===== src/rtl/pic_pkg.sv =====
package pic_pkg;
  localparam int LINES  = 8;
  localparam int IDX_W  = $clog2(LINES);
  localparam int BASE_W = 8 - IDX_W;

  typedef logic [LINES-1:0] line_vec_t;
  typedef logic [IDX_W-1:0] line_idx_t;
  typedef logic [BASE_W-1:0] base_t;

  typedef enum logic [1:0] {
    PH_RUN  = 2'd0,
    PH_BASE = 2'd1,
    PH_CASC = 2'd2,
    PH_MODE = 2'd3
  } init_phase_t;

  typedef enum logic [2:0] {
    OP_NONE        = 3'd0,
    OP_CLR_TOP     = 3'd1,
    OP_CLR_NAMED   = 3'd3,
    OP_CLR_TOP_ROT = 3'd5,
    OP_SET_OFFSET  = 3'd6,
    OP_CLR_NAMED_ROT = 3'd7
  } end_op_t;

  localparam logic [1:0] ADDR_CMD  = 2'd0;
  localparam logic [1:0] ADDR_DATA = 2'd1;
  localparam logic [1:0] ADDR_TRIG = 2'd2;
endpackage


===== src/rtl/pic_rot_first.sv =====
module pic_rot_first #(
  parameter int N = 8
) (
  input  logic [N-1:0]         vec,
  input  logic [$clog2(N)-1:0] offset,
  output logic                 found,
  output logic [$clog2(N)-1:0] rank,
  output logic [$clog2(N)-1:0] idx
);
  localparam int W = $clog2(N);

  logic [W-1:0] pos;

  // Scan from the lowest rank last so the smallest rank wins.
  always_comb begin
    found = 1'b0;
    rank  = '0;
    idx   = '0;
    pos   = '0;
    for (int k = N - 1; k >= 0; k--) begin
      pos = offset + W'(k);
      if (vec[pos]) begin
        found = 1'b1;
        rank  = W'(k);
        idx   = pos;
      end
    end
  end
endmodule


===== src/rtl/pic_unit.sv =====
module pic_unit
  import pic_pkg::*;
#(
  parameter bit        PRIMARY   = 1'b1,
  parameter logic [7:0] TRIG_MASK = 8'hF8,
  parameter int        CASC      = 2
) (
  input  logic      clk,
  input  logic      rst_n,
  input  line_vec_t line_in,
  input  line_vec_t pulse_in,
  input  logic      wr,
  input  logic      rd,
  input  logic [1:0] addr,
  input  logic [7:0] wdata,
  input  logic      ack,
  input  logic      ext_clr,
  output logic [7:0] rdata,
  output logic      win_valid,
  output line_idx_t win_idx,
  output base_t     base_o,
  output line_vec_t irr_o,
  output line_vec_t isr_o,
  output line_vec_t imr_o,
  output logic      poll_clr
);
  localparam line_vec_t CASC_BIT = line_vec_t'(1) << CASC;
  localparam line_idx_t LAST_IDX = line_idx_t'(LINES - 1);

  line_vec_t   irr, isr, imr, last, trig;
  line_vec_t   irr_n, isr_n, edge_set;
  line_vec_t   pend, busy;
  base_t       base;
  line_idx_t   offset;
  init_phase_t phase;
  logic        want_mode, nested, rd_isr, poll;

  logic        p_found, b_found, e_found;
  line_idx_t   p_rank, b_rank, e_rank, p_idx, b_idx, e_idx;

  logic        cmd_wr, start_wr, sel_wr, op_wr, data_wr, trig_wr, poll_rd;
  end_op_t     op;
  line_idx_t   lvl;

  assign cmd_wr   = wr && (addr == ADDR_CMD);
  assign start_wr = cmd_wr && wdata[4];
  assign sel_wr   = cmd_wr && !wdata[4] && wdata[3];
  assign op_wr    = cmd_wr && !wdata[4] && !wdata[3];
  assign data_wr  = wr && (addr == ADDR_DATA);
  assign trig_wr  = wr && (addr == ADDR_TRIG);
  assign poll_rd  = rd && (addr == ADDR_CMD) && poll;
  assign op       = end_op_t'(wdata[7:5]);
  assign lvl      = wdata[IDX_W-1:0];

  assign pend = irr & ~imr;
  assign busy = (PRIMARY && nested) ? (isr & ~CASC_BIT) : isr;

  pic_rot_first #(.N(LINES)) i_pend_rank (
    .vec(pend), .offset(offset), .found(p_found), .rank(p_rank), .idx(p_idx));
  pic_rot_first #(.N(LINES)) i_busy_rank (
    .vec(busy), .offset(offset), .found(b_found), .rank(b_rank), .idx(b_idx));
  pic_rot_first #(.N(LINES)) i_eoi_rank (
    .vec(isr), .offset(offset), .found(e_found), .rank(e_rank), .idx(e_idx));

  assign win_valid = p_found && (!b_found || (p_rank < b_rank));
  assign win_idx   = p_idx;
  assign poll_clr  = poll_rd && win_valid;

  // Per-line edge detector; level lines are handled in the next-state logic.
  for (genvar i = 0; i < LINES; i++) begin : g_line
    assign edge_set[i] = line_in[i] && !last[i];
  end

  always_comb begin
    irr_n = irr;
    isr_n = isr;
    for (int i = 0; i < LINES; i++) begin
      if (trig[i]) irr_n[i] = line_in[i];
      else if (edge_set[i]) irr_n[i] = 1'b1;
    end
    irr_n = irr_n | pulse_in;
    if (ack && win_valid) begin
      irr_n[win_idx] = 1'b0;
      isr_n[win_idx] = 1'b1;
    end
    if (poll_clr) begin
      irr_n[win_idx] = 1'b0;
      isr_n[win_idx] = 1'b0;
    end
    if (ext_clr) begin
      irr_n = irr_n & ~CASC_BIT;
      isr_n = isr_n & ~CASC_BIT;
    end
    if (op_wr) begin
      case (op)
        OP_CLR_TOP, OP_CLR_TOP_ROT: if (e_found) isr_n[e_idx] = 1'b0;
        OP_CLR_NAMED, OP_CLR_NAMED_ROT: isr_n[lvl] = 1'b0;
        default: ;
      endcase
    end
  end

  always_ff @(posedge clk or negedge rst_n) begin
    if (!rst_n) begin
      irr <= '0; isr <= '0; imr <= '0; last <= '0; trig <= '0;
      base <= '0; offset <= '0; phase <= PH_RUN;
      want_mode <= 1'b0; nested <= 1'b0; rd_isr <= 1'b0; poll <= 1'b0;
    end else if (start_wr) begin
      irr <= '0; isr <= '0; imr <= '0; last <= '0; trig <= '0;
      base <= '0; offset <= '0; phase <= PH_BASE;
      want_mode <= wdata[0]; nested <= 1'b0; rd_isr <= 1'b0; poll <= 1'b0;
    end else begin
      irr  <= irr_n;
      isr  <= isr_n;
      last <= line_in;
      if (poll_rd) poll <= 1'b0;
      if (op_wr) begin
        case (op)
          OP_CLR_TOP_ROT:   if (e_found) offset <= e_idx + 1'b1;
          OP_SET_OFFSET, OP_CLR_NAMED_ROT: offset <= lvl + 1'b1;
          default: ;
        endcase
      end
      if (sel_wr) begin
        if (wdata[2]) poll <= 1'b1;
        if (wdata[1]) rd_isr <= wdata[0];
      end
      if (data_wr) begin
        case (phase)
          PH_RUN:  imr <= wdata;
          PH_BASE: begin
            base  <= wdata[7:IDX_W];
            phase <= PH_CASC;
          end
          PH_CASC: phase <= want_mode ? PH_MODE : PH_RUN;
          PH_MODE: begin
            nested <= wdata[4];
            phase  <= PH_RUN;
          end
          default: phase <= PH_RUN;
        endcase
      end
      if (trig_wr) trig <= wdata & TRIG_MASK;
    end
  end

  always_comb begin
    case (addr)
      ADDR_CMD: begin
        if (poll) rdata = win_valid ? 8'(win_idx) : 8'(LAST_IDX);
        else      rdata = rd_isr ? 8'(isr) : 8'(irr);
      end
      ADDR_DATA: rdata = 8'(imr);
      ADDR_TRIG: rdata = 8'(trig);
      default:   rdata = 8'h00;
    endcase
  end

  assign base_o = base;
  assign irr_o  = irr;
  assign isr_o  = isr;
  assign imr_o  = imr;
endmodule


===== src/rtl/pic_cascade_pair.sv =====
module pic_cascade_pair
  import pic_pkg::*;
#(
  parameter logic [7:0] PRI_TRIG_MASK = 8'hF8,
  parameter logic [7:0] SEC_TRIG_MASK = 8'hDE,
  parameter int         CASC_LINE     = 2
) (
  input  logic                 clk,
  input  logic                 rst_n,
  input  logic [2*LINES-1:0]   irq_lines,
  input  logic                 reg_wr,
  input  logic                 reg_rd,
  input  logic                 reg_sel,
  input  logic [1:0]           reg_addr,
  input  logic [7:0]           reg_wdata,
  output logic [7:0]           reg_rdata,
  output logic                 cpu_int,
  input  logic                 int_ack,
  output logic [7:0]           int_vector
);
  localparam line_vec_t CASC_BIT = line_vec_t'(1) << CASC_LINE;
  localparam line_idx_t CASC_IDX = line_idx_t'(CASC_LINE);
  localparam line_idx_t LAST_IDX = line_idx_t'(LINES - 1);

  line_vec_t m_lines, s_lines, m_pulse;
  logic [7:0] m_rdata, s_rdata;
  logic      m_win_valid, s_win_valid, m_poll_clr, s_poll_clr, s_ack;
  line_idx_t m_win_idx, s_win_idx;
  base_t     m_base, s_base;
  line_vec_t m_irr, m_isr, m_imr, s_irr, s_isr, s_imr;

  assign m_lines = irq_lines[LINES-1:0] & ~CASC_BIT;
  assign s_lines = irq_lines[2*LINES-1:LINES];
  assign m_pulse = s_win_valid ? CASC_BIT : '0;
  assign s_ack   = int_ack && m_win_valid && (m_win_idx == CASC_IDX);

  pic_unit #(.PRIMARY(1'b1), .TRIG_MASK(PRI_TRIG_MASK), .CASC(CASC_LINE)) i_primary (
    .clk(clk), .rst_n(rst_n), .line_in(m_lines), .pulse_in(m_pulse),
    .wr(reg_wr && !reg_sel), .rd(reg_rd && !reg_sel), .addr(reg_addr),
    .wdata(reg_wdata), .ack(int_ack), .ext_clr(s_poll_clr),
    .rdata(m_rdata), .win_valid(m_win_valid), .win_idx(m_win_idx),
    .base_o(m_base), .irr_o(m_irr), .isr_o(m_isr), .imr_o(m_imr),
    .poll_clr(m_poll_clr));

  pic_unit #(.PRIMARY(1'b0), .TRIG_MASK(SEC_TRIG_MASK), .CASC(CASC_LINE)) i_secondary (
    .clk(clk), .rst_n(rst_n), .line_in(s_lines), .pulse_in('0),
    .wr(reg_wr && reg_sel), .rd(reg_rd && reg_sel), .addr(reg_addr),
    .wdata(reg_wdata), .ack(s_ack), .ext_clr(1'b0),
    .rdata(s_rdata), .win_valid(s_win_valid), .win_idx(s_win_idx),
    .base_o(s_base), .irr_o(s_irr), .isr_o(s_isr), .imr_o(s_imr),
    .poll_clr(s_poll_clr));

  always_comb begin
    if (!m_win_valid)              int_vector = {m_base, LAST_IDX};
    else if (m_win_idx != CASC_IDX) int_vector = {m_base, m_win_idx};
    else if (s_win_valid)          int_vector = {s_base, s_win_idx};
    else                           int_vector = {s_base, LAST_IDX};
  end

  assign cpu_int   = m_win_valid;
  assign reg_rdata = reg_sel ? s_rdata : m_rdata;
endmodule


===== config.mk =====
export PLATFORM = sky130hd
export DESIGN_NAME = pic_cascade_pair
export DESIGN_NICKNAME = d
export VERILOG_FILES = /design/src/rtl/pic_pkg.sv /design/src/rtl/pic_rot_first.sv /design/src/rtl/pic_unit.sv /design/src/rtl/pic_cascade_pair.sv
export SDC_FILE = /design/constraint.sdc
export NUM_CORES = 1
export LEC_CHECK = 0
export BUFFER_PORTS_ARGS = -buffer_cell sky130_fd_sc_hd__buf_4
export CAP_MARGIN = 20
export CORE_ASPECT_RATIO = 1.1
export CORE_UTILIZATION = 58
export DETAILED_ROUTE_END_ITERATION = 12
export PLACE_DENSITY = 0.87
export SKIP_LAST_GASP = 1
export SYNTH_ARGS = -nofsm -noshare
export SYNTH_HDL_FRONTEND = slang
export SYNTH_HIERARCHICAL = 1
export SYNTH_SLANG_ARGS = --single-unit

===== constraint.sdc =====
create_clock -name clk -period 4.6 [get_ports clk]
set_input_delay 0 -clock clk [delete_from_list [all_inputs] [get_ports clk]]
set_output_delay 0 -clock clk [all_outputs]
set_load 0.02 [all_outputs]

; Yosys cells after proc, flatten, opt, wreduce, memory -nomap -nowiden
; Cells that the tools add are included.
; Widths: inputs -> output; s select.
[word_totals]
register_bits = 107
in_bits = 32
out_inout_bits = 17
wordCells = 523
[op_classes]
n_addsub = 17
magnitude_cmp = 28
eq_ne = 17
mux = 309
bitwise = 22
n_reduce_logical = 107
[op_table]
columns = cell, n
row1 = $mux 8, 35
row2 = $mux 3, 77
row3 = $mux 1, 132
row4 = $bmux 1 s3, 40
row5 = $and 8x8->8, 12
row6 = $lt 3x4->1 const B, 21
row7 = $not 8->8, 7
row8 = $logic_and 1x1->1, 49
row9 = $pmux 8 s3, 2
row10 = $pmux 8 s2, 2
row11 = $mux 5, 6
row12 = $reduce_bool 2->1, 15
row13 = $add 3x3->3 const B, 8
row14 = $logic_not 1->1, 20
row15 = $reduce_and 2->1, 9
row16 = $or 8x8->8, 2
row17 = $add 3x1->3 const B, 5
row18 = $demux 1 s3, 5
row19 = $ge 3x1->1 const B, 5
row20 = $add 3x2->3 const B, 4
row21 = $mux 2, 6
row22 = $pmux 2 s3, 2
row23 = $pmux 3 s2, 2
row24 = $eq 2x2->1 const B, 5
row25 = 14 further kinds, 29

; Logic depth before layout (Yosys ltp)
[depth]
ltp_word = 26
depth_mapped = 24
mapped_depth_nobuf = 19

; By module
; The synthesis kept the hierarchy.
[modules_own_cells]
columns = mod, n_inst, cells_per_inst, area_per_inst_um2, seq_area_each_um2
row1 = pic_rot_first, 6, 102, 888.4, 0.0
row2 = pic_unit (i_secondary), 1, 352, 3234.4, 1276.2
row3 = pic_unit (i_primary), 1, 340, 3046.7, 1276.2
row4 = pic_cascade_pair, 1, 31, 279.0, 0.0

; Worst setup path before layout
; No wires, ideal clock.
[synth_timing]
path_kind = register -> register
start = register i_primary.offset[1]
end = register i_secondary.isr[3] (netlist: i_secondary/isr_o[3])
setup_time_ns = 0.094
t_arrival_ns = 4.972
required_ns = 4.506
slack_ns = -0.465
path_stages_with_launch = 22
n_path_buf = 4
period_less_slack_ns = 5.065
path_cell_list = dfrtp_1 -> buf_4 -> inv_1 -> ha_1 -> clkbuf_8 -> mux2_2 -> nor3_1 -> a211oi_1 -> or2_2 -> nor2_1 -> nor4_1 -> ha_1 -> a2111oi_4 -> or2_4 -> buf_6 -> nor4bb_1 -> buf_4 -> and2_2 -> nand2_1 -> a2111oi_4 -> o21ai_0 -> a221oi_2
[synth_via]
elab_chain_len = 25
word_cells_on_any_way = 96
classes_between = 7 x add/sub / 1 x order compare / 1 x eq/ne / 78 x mux / 3 x bitwise / 6 x reduce/logical
[synth_lines]
columns = item, line
row1 = start: declaration, pic_unit.sv:34  ; line_idx_t offset;
row2 = start signal: assignment, pic_unit.sv:119  ; OP_CLR_TOP_ROT: if (e_found) offset <= e_idx + 1'b1;
row3 = start signal: assignment, pic_unit.sv:120  ; OP_SET_OFFSET, OP_CLR_NAMED_ROT: offset <= lvl + 1'b1;
row4 = $add 3x3->3, pic_rot_first.sv:21  ; pos = offset + W'(k);
row5 = $bmux 1 s3, pic_rot_first.sv:22  ; if (vec[pos]) begin
row6 = $mux 1 (implied by the code), pic_rot_first.sv:22
row7 = $mux 3 (7 in series), pic_rot_first.sv:22
row8 = $mux 3 (*), pic_rot_first.sv:22
row9 = net i_primary.p_rank[2], pic_unit.sv:39  ; line_idx_t p_rank, b_rank, e_rank, p_idx, b_idx, e_idx;
row10 = $lt 3x3->1 (*), pic_unit.sv:65  ; assign win_valid = p_found && (!b_found || (p_rank < b_rank));
row11 = $logic_or 1x1->1 (*), pic_unit.sv:65
row12 = (+1 left out), -
row13 = net cpu_int, pic_cascade_pair.sv:17  ; output logic cpu_int,
row14 = (+2 left out), -
row15 = net s_ack, pic_cascade_pair.sv:27  ; logic m_win_valid, s_win_valid, m_poll_clr, s_poll_clr, s_ack;
row16 = (+1 left out), -
row17 = $mux 8 (*), pic_unit.sv:82  ; if (ack && win_valid) begin
row18 = $and 8x8->8 (no source line), -
row19 = $mux 8 (*), pic_unit.sv:86  ; if (poll_clr) begin
row20 = $and 8x8->8 (no source line), -
row21 = $mux 8, pic_unit.sv:96  ; OP_CLR_TOP, OP_CLR_TOP_ROT: if (e_found) isr_n[e_idx] = 1'b0;
row22 = $pmux 8 s2, pic_unit.sv:95  ; case (op)
row23 = $mux 8 (*), pic_unit.sv:94  ; if (op_wr) begin
row24 = $mux 8 (*), pic_unit.sv:108  ; end else if (start_wr) begin
row25 = end signal: assignment, pic_unit.sv:114  ; isr <= isr_n;
row26 = end: declaration, pic_unit.sv:30  ; line_vec_t irr, isr, imr, last, trig;
; Mark *: on every way through the listed nets, which the timed path passes. The rest lies on a longest branch. The select of a mux whose other input is x is not followed.
; A chain may end at the register's enable or synchronous reset.

; Worst setup path after layout
[layout_timing]
start = register i_secondary.offset[0]
end = output reg_rdata[0]
[layout_via]
elab_chain_len = 18
word_cells_on_any_way = 87
classes_between = 7 x add/sub / 1 x order compare / 76 x mux / 3 x reduce/logical
[layout_lines]
columns = item, line
row1 = start: declaration, pic_unit.sv:34
row2 = start signal: assignment, pic_unit.sv:119
row3 = start signal: assignment, pic_unit.sv:120
row4 = $add 3x3->3, pic_rot_first.sv:21
row5 = $bmux 1 s3, pic_rot_first.sv:22
row6 = $mux 1 (implied by the code), pic_rot_first.sv:22
row7 = $mux 3 (7 in series), pic_rot_first.sv:22
row8 = $mux 3 (*), pic_rot_first.sv:22
row9 = net i_secondary.b_rank[1], pic_unit.sv:39
row10 = $lt 3x3->1 (*), pic_unit.sv:65
row11 = $logic_or 1x1->1 (*), pic_unit.sv:65
row12 = $logic_and 1x1->1 (*), pic_unit.sv:65
row13 = net s_win_valid, pic_cascade_pair.sv:27
row14 = $mux 3 (*), pic_unit.sv:150  ; if (poll) rdata = win_valid ? 8'(win_idx) : 8'(LAST_IDX);
row15 = $mux 8 (*), pic_unit.sv:150
row16 = $pmux 8 s3 (*), pic_unit.sv:148  ; case (addr)
row17 = net s_rdata[0], pic_cascade_pair.sv:26  ; logic [7:0] m_rdata, s_rdata;
row18 = $mux 8 (*), pic_cascade_pair.sv:61  ; assign reg_rdata = reg_sel ? s_rdata : m_rdata;
row19 = end: declaration, pic_cascade_pair.sv:16  ; output logic [7:0] reg_rdata,
; Marked as above.

==> key figures <==
Run
  • Max-Cap Viols: 0

Routing
  • Routed WL per cell: 20.8 um
  • 1st-iter DRT viols: 998
  • Metal2 WL: 15,300 um
  • Vias: 10.7k
  • Met3 WL: 2890 um
  • Routed Antenna Nets: 0
  • M1 WL: 12,400 um
  • Vias per Instance: 6.90
  • DRC: 0
  • Top Metal Used: met4
  • DRT Pass-1 Iters: 6
  • Drt total wl: 32,200 um

Critical path
  • Reg2reg end: i_secondary/isr_o[0]
  • Register-to-register setup slack: 0.20 ns
  • Worst r2r path cells: 19
  • Setup crit start: i_secondary/offset[0]
  • Crit path launch type: register
  • Worst path arrival time: 4.48 ns
  • Crit end category: primary output
  • Critical path class: register to primary output
  • CP Max Fanout: 14
  • Worst reg2reg path startpoint: i_primary/offset[0]
  • Worst EP required: 4.60 ns
  • Critical Path End: reg_rdata[0]

Place
  • GPL Wtd Cong: 0.941
  • HPWL after detailed placement: 22,200 um
  • Placed standard-cell area: 11,700 um2
  • Setup Slack @ Placement: -0.0343 ns
  • I/O Buffers: 47

STA
  • Actual slew at the worst max-slew pin: 0.799 ns
  • Final setup TNS: 0 ns
  • Fmax: 223 MHz
  • Final hold vios: 0
  • Final min period: 4.48 ns
  • Max-slew violations: 0
  • Final period util: 97.5%
  • Setup ws final: 0.117 ns
  • Worst rel slew slack: 46.6%
  • WHS: 0.0219 ns
  • Final setup fails: 0
  • Final Skew: 0.00675 ns

Global route
  • Vias in the first global route: 10.1k
  • Initial antenna violation count: 0
  • Congestion Overflow GR: 0
  • GRT Total Usage: 31.8%
  • Largest net degree at the start of global routing: 55
  • First-pass GRT wire length: 50,700 um

Die
  • Die area: 19,900 um2
  • Row count: 53
  • Chip Width: 135 um
  • # IOs: 49
  • Core area: 19,000 um2
  • DIE HEIGHT: 148 um
  • Initial core utilization: 59.1%

Clocking
  • # clock sinks: 102
  • Bufs on Longest Clock Path: 2
  • Worst-skew pair later-pin latency: 0.35 ns
  • Clk pin slew, worst setup/hold paths: 0.07 ns
  • Root Buffer: clkbuf_16
  • CTS tree: yes
  • H-tree depth: 3
  • Total CTS buffers: 9

Power and ir drop
  • VDD IR max: 0.644 mV
  • PwrDens: 655 nW/um2
  • Pleak: 4.97 nW

Layout
  • Ant diodes: 0
  • Fill cell count: 1,418
  • Synth-to-Final Area Change: 10.2%
  • Final Util: 65.1%
  • NumNets Final: 1,351
  • Layout cells sized above 1: 22.4%
  • Fin area: 12,400 um2

Yosys
  • Post-Syn Area per Cell: 9.11 um2
  • Yosys warning count: 6
  • Cell Area, Synth: 11,200 um2
  • Syn Inst Count: 1,234

Min path
  • Hold crit path type: input port to register

Outcome
  • Status: finished clean
## cell type report
| class | count | area (um2) | share of cell area [%] |
|---|---|---|---|
| Timing Repair Buffer | 111 | 915 | 7.38 |
| Inverter | 71 | 267 | 2.15 |
| Multi-Input combinational cell | 998 | 8020 | 64.7 |
| Sequential cell | 102 | 2560 | 20.6 |
| Tap cell | 247 | 309 | 2.49 |
| Clock buffer | 9 | 225 | 1.82 |
| Clock inverter | 7 | 97.6 | 0.788 |
## worst min-delay path by stage
stage | from | slack [ns] | cells past startpoint | end
floorplan | rst_n | -0.30 | 0 | i_primary/base_o[0]
global placement | rst_n | 0.05 | 1 | i_primary/last[1]
detailed placement | rst_n | 0.06 | 1 | i_primary/last[1]
CTS | reg_wdata[4] | 0.004 | 2 | i_secondary/rd_isr
global route | reg_wdata[4] | 0.02 | 2 | i_primary/rd_isr
finish | reg_wdata[4] | 0.02 | 3 | i_secondary/imr_o[4]
## routing by layer
layer,GRT usage [%],up-vias
met1,40.3,5107
li1,-,4714
met2,53.0,686
met5,0,-
met4,15.2,0
met3,5.01,154
## through the flow
step / std cells / power, mW
finish: 1545 / 8.12
global route: 1545 / 8.56
detailed placement: 1506 / 6.87
floorplan: 1251 / 5.58
CTS: 1543 / 7.78
global placement: 1506 / 6.70
## report_power, final
group / internal [mW] / total (mW) / switching [mW]
registers: 1.13 / 1.47 / 0.338
clock network: 0.479 / 0.828 / 0.349
logic: 2.50 / 5.82 / 3.32
total: 4.11 / 8.12 / 4.01
## registers in the layout, summed over array words and instances (netlist names), 5 cells and up
name and flops:
i_primary/imr_o 8, i_primary/irr_o 8, i_primary/isr_o 8, i_primary/last 8, i_secondary/imr_o 8, i_secondary/irr_o 8
i_secondary/isr_o 8, i_secondary/last 8, i_secondary/trig 6, i_primary/base_o 5, i_primary/trig 5, i_secondary/base_o 5
## placed cells by master (no fill, tap or decap), types with 27 or more instances in the layout
master    count
nand2_1     121
dfrtp_1      98
buf_4        86
nor2_1       84
o21ai_0      70
inv_1        64
mux2i_1      62
mux2_2       55
nor2b_1      55
a21oi_1      55
nand3_1      32
a211oi_1     31
mux4_2       31
a31oi_1      27
## worst max-delay path, stage by stage (launching register included)
cell and delay (ns):
dfrtp_2 0.41, buf_4 0.25, inv_2 0.09, ha_2 0.40, mux2_2 0.37, mux2i_2 0.25
a211oi_1 0.11, or2_2 0.29, nand3_1 0.08, a21oi_1 0.07, inv_1 0.07, ha_1 0.26
a211o_2 0.43, a21oi_4 0.20, buf_4 0.23, a31oi_1 0.14, mux2_2 0.31, buf_4 0.16
## repair_timing
item	4_1_cts	5_1_grt
hold buffers	20	0
endpoints found under the hold margin	72	0
pin swaps	1	5
endpoints found under the setup margin	6	14
setup buffers	1	2
gates resized for setup	2	32
(Power assumes the default switching activity.)
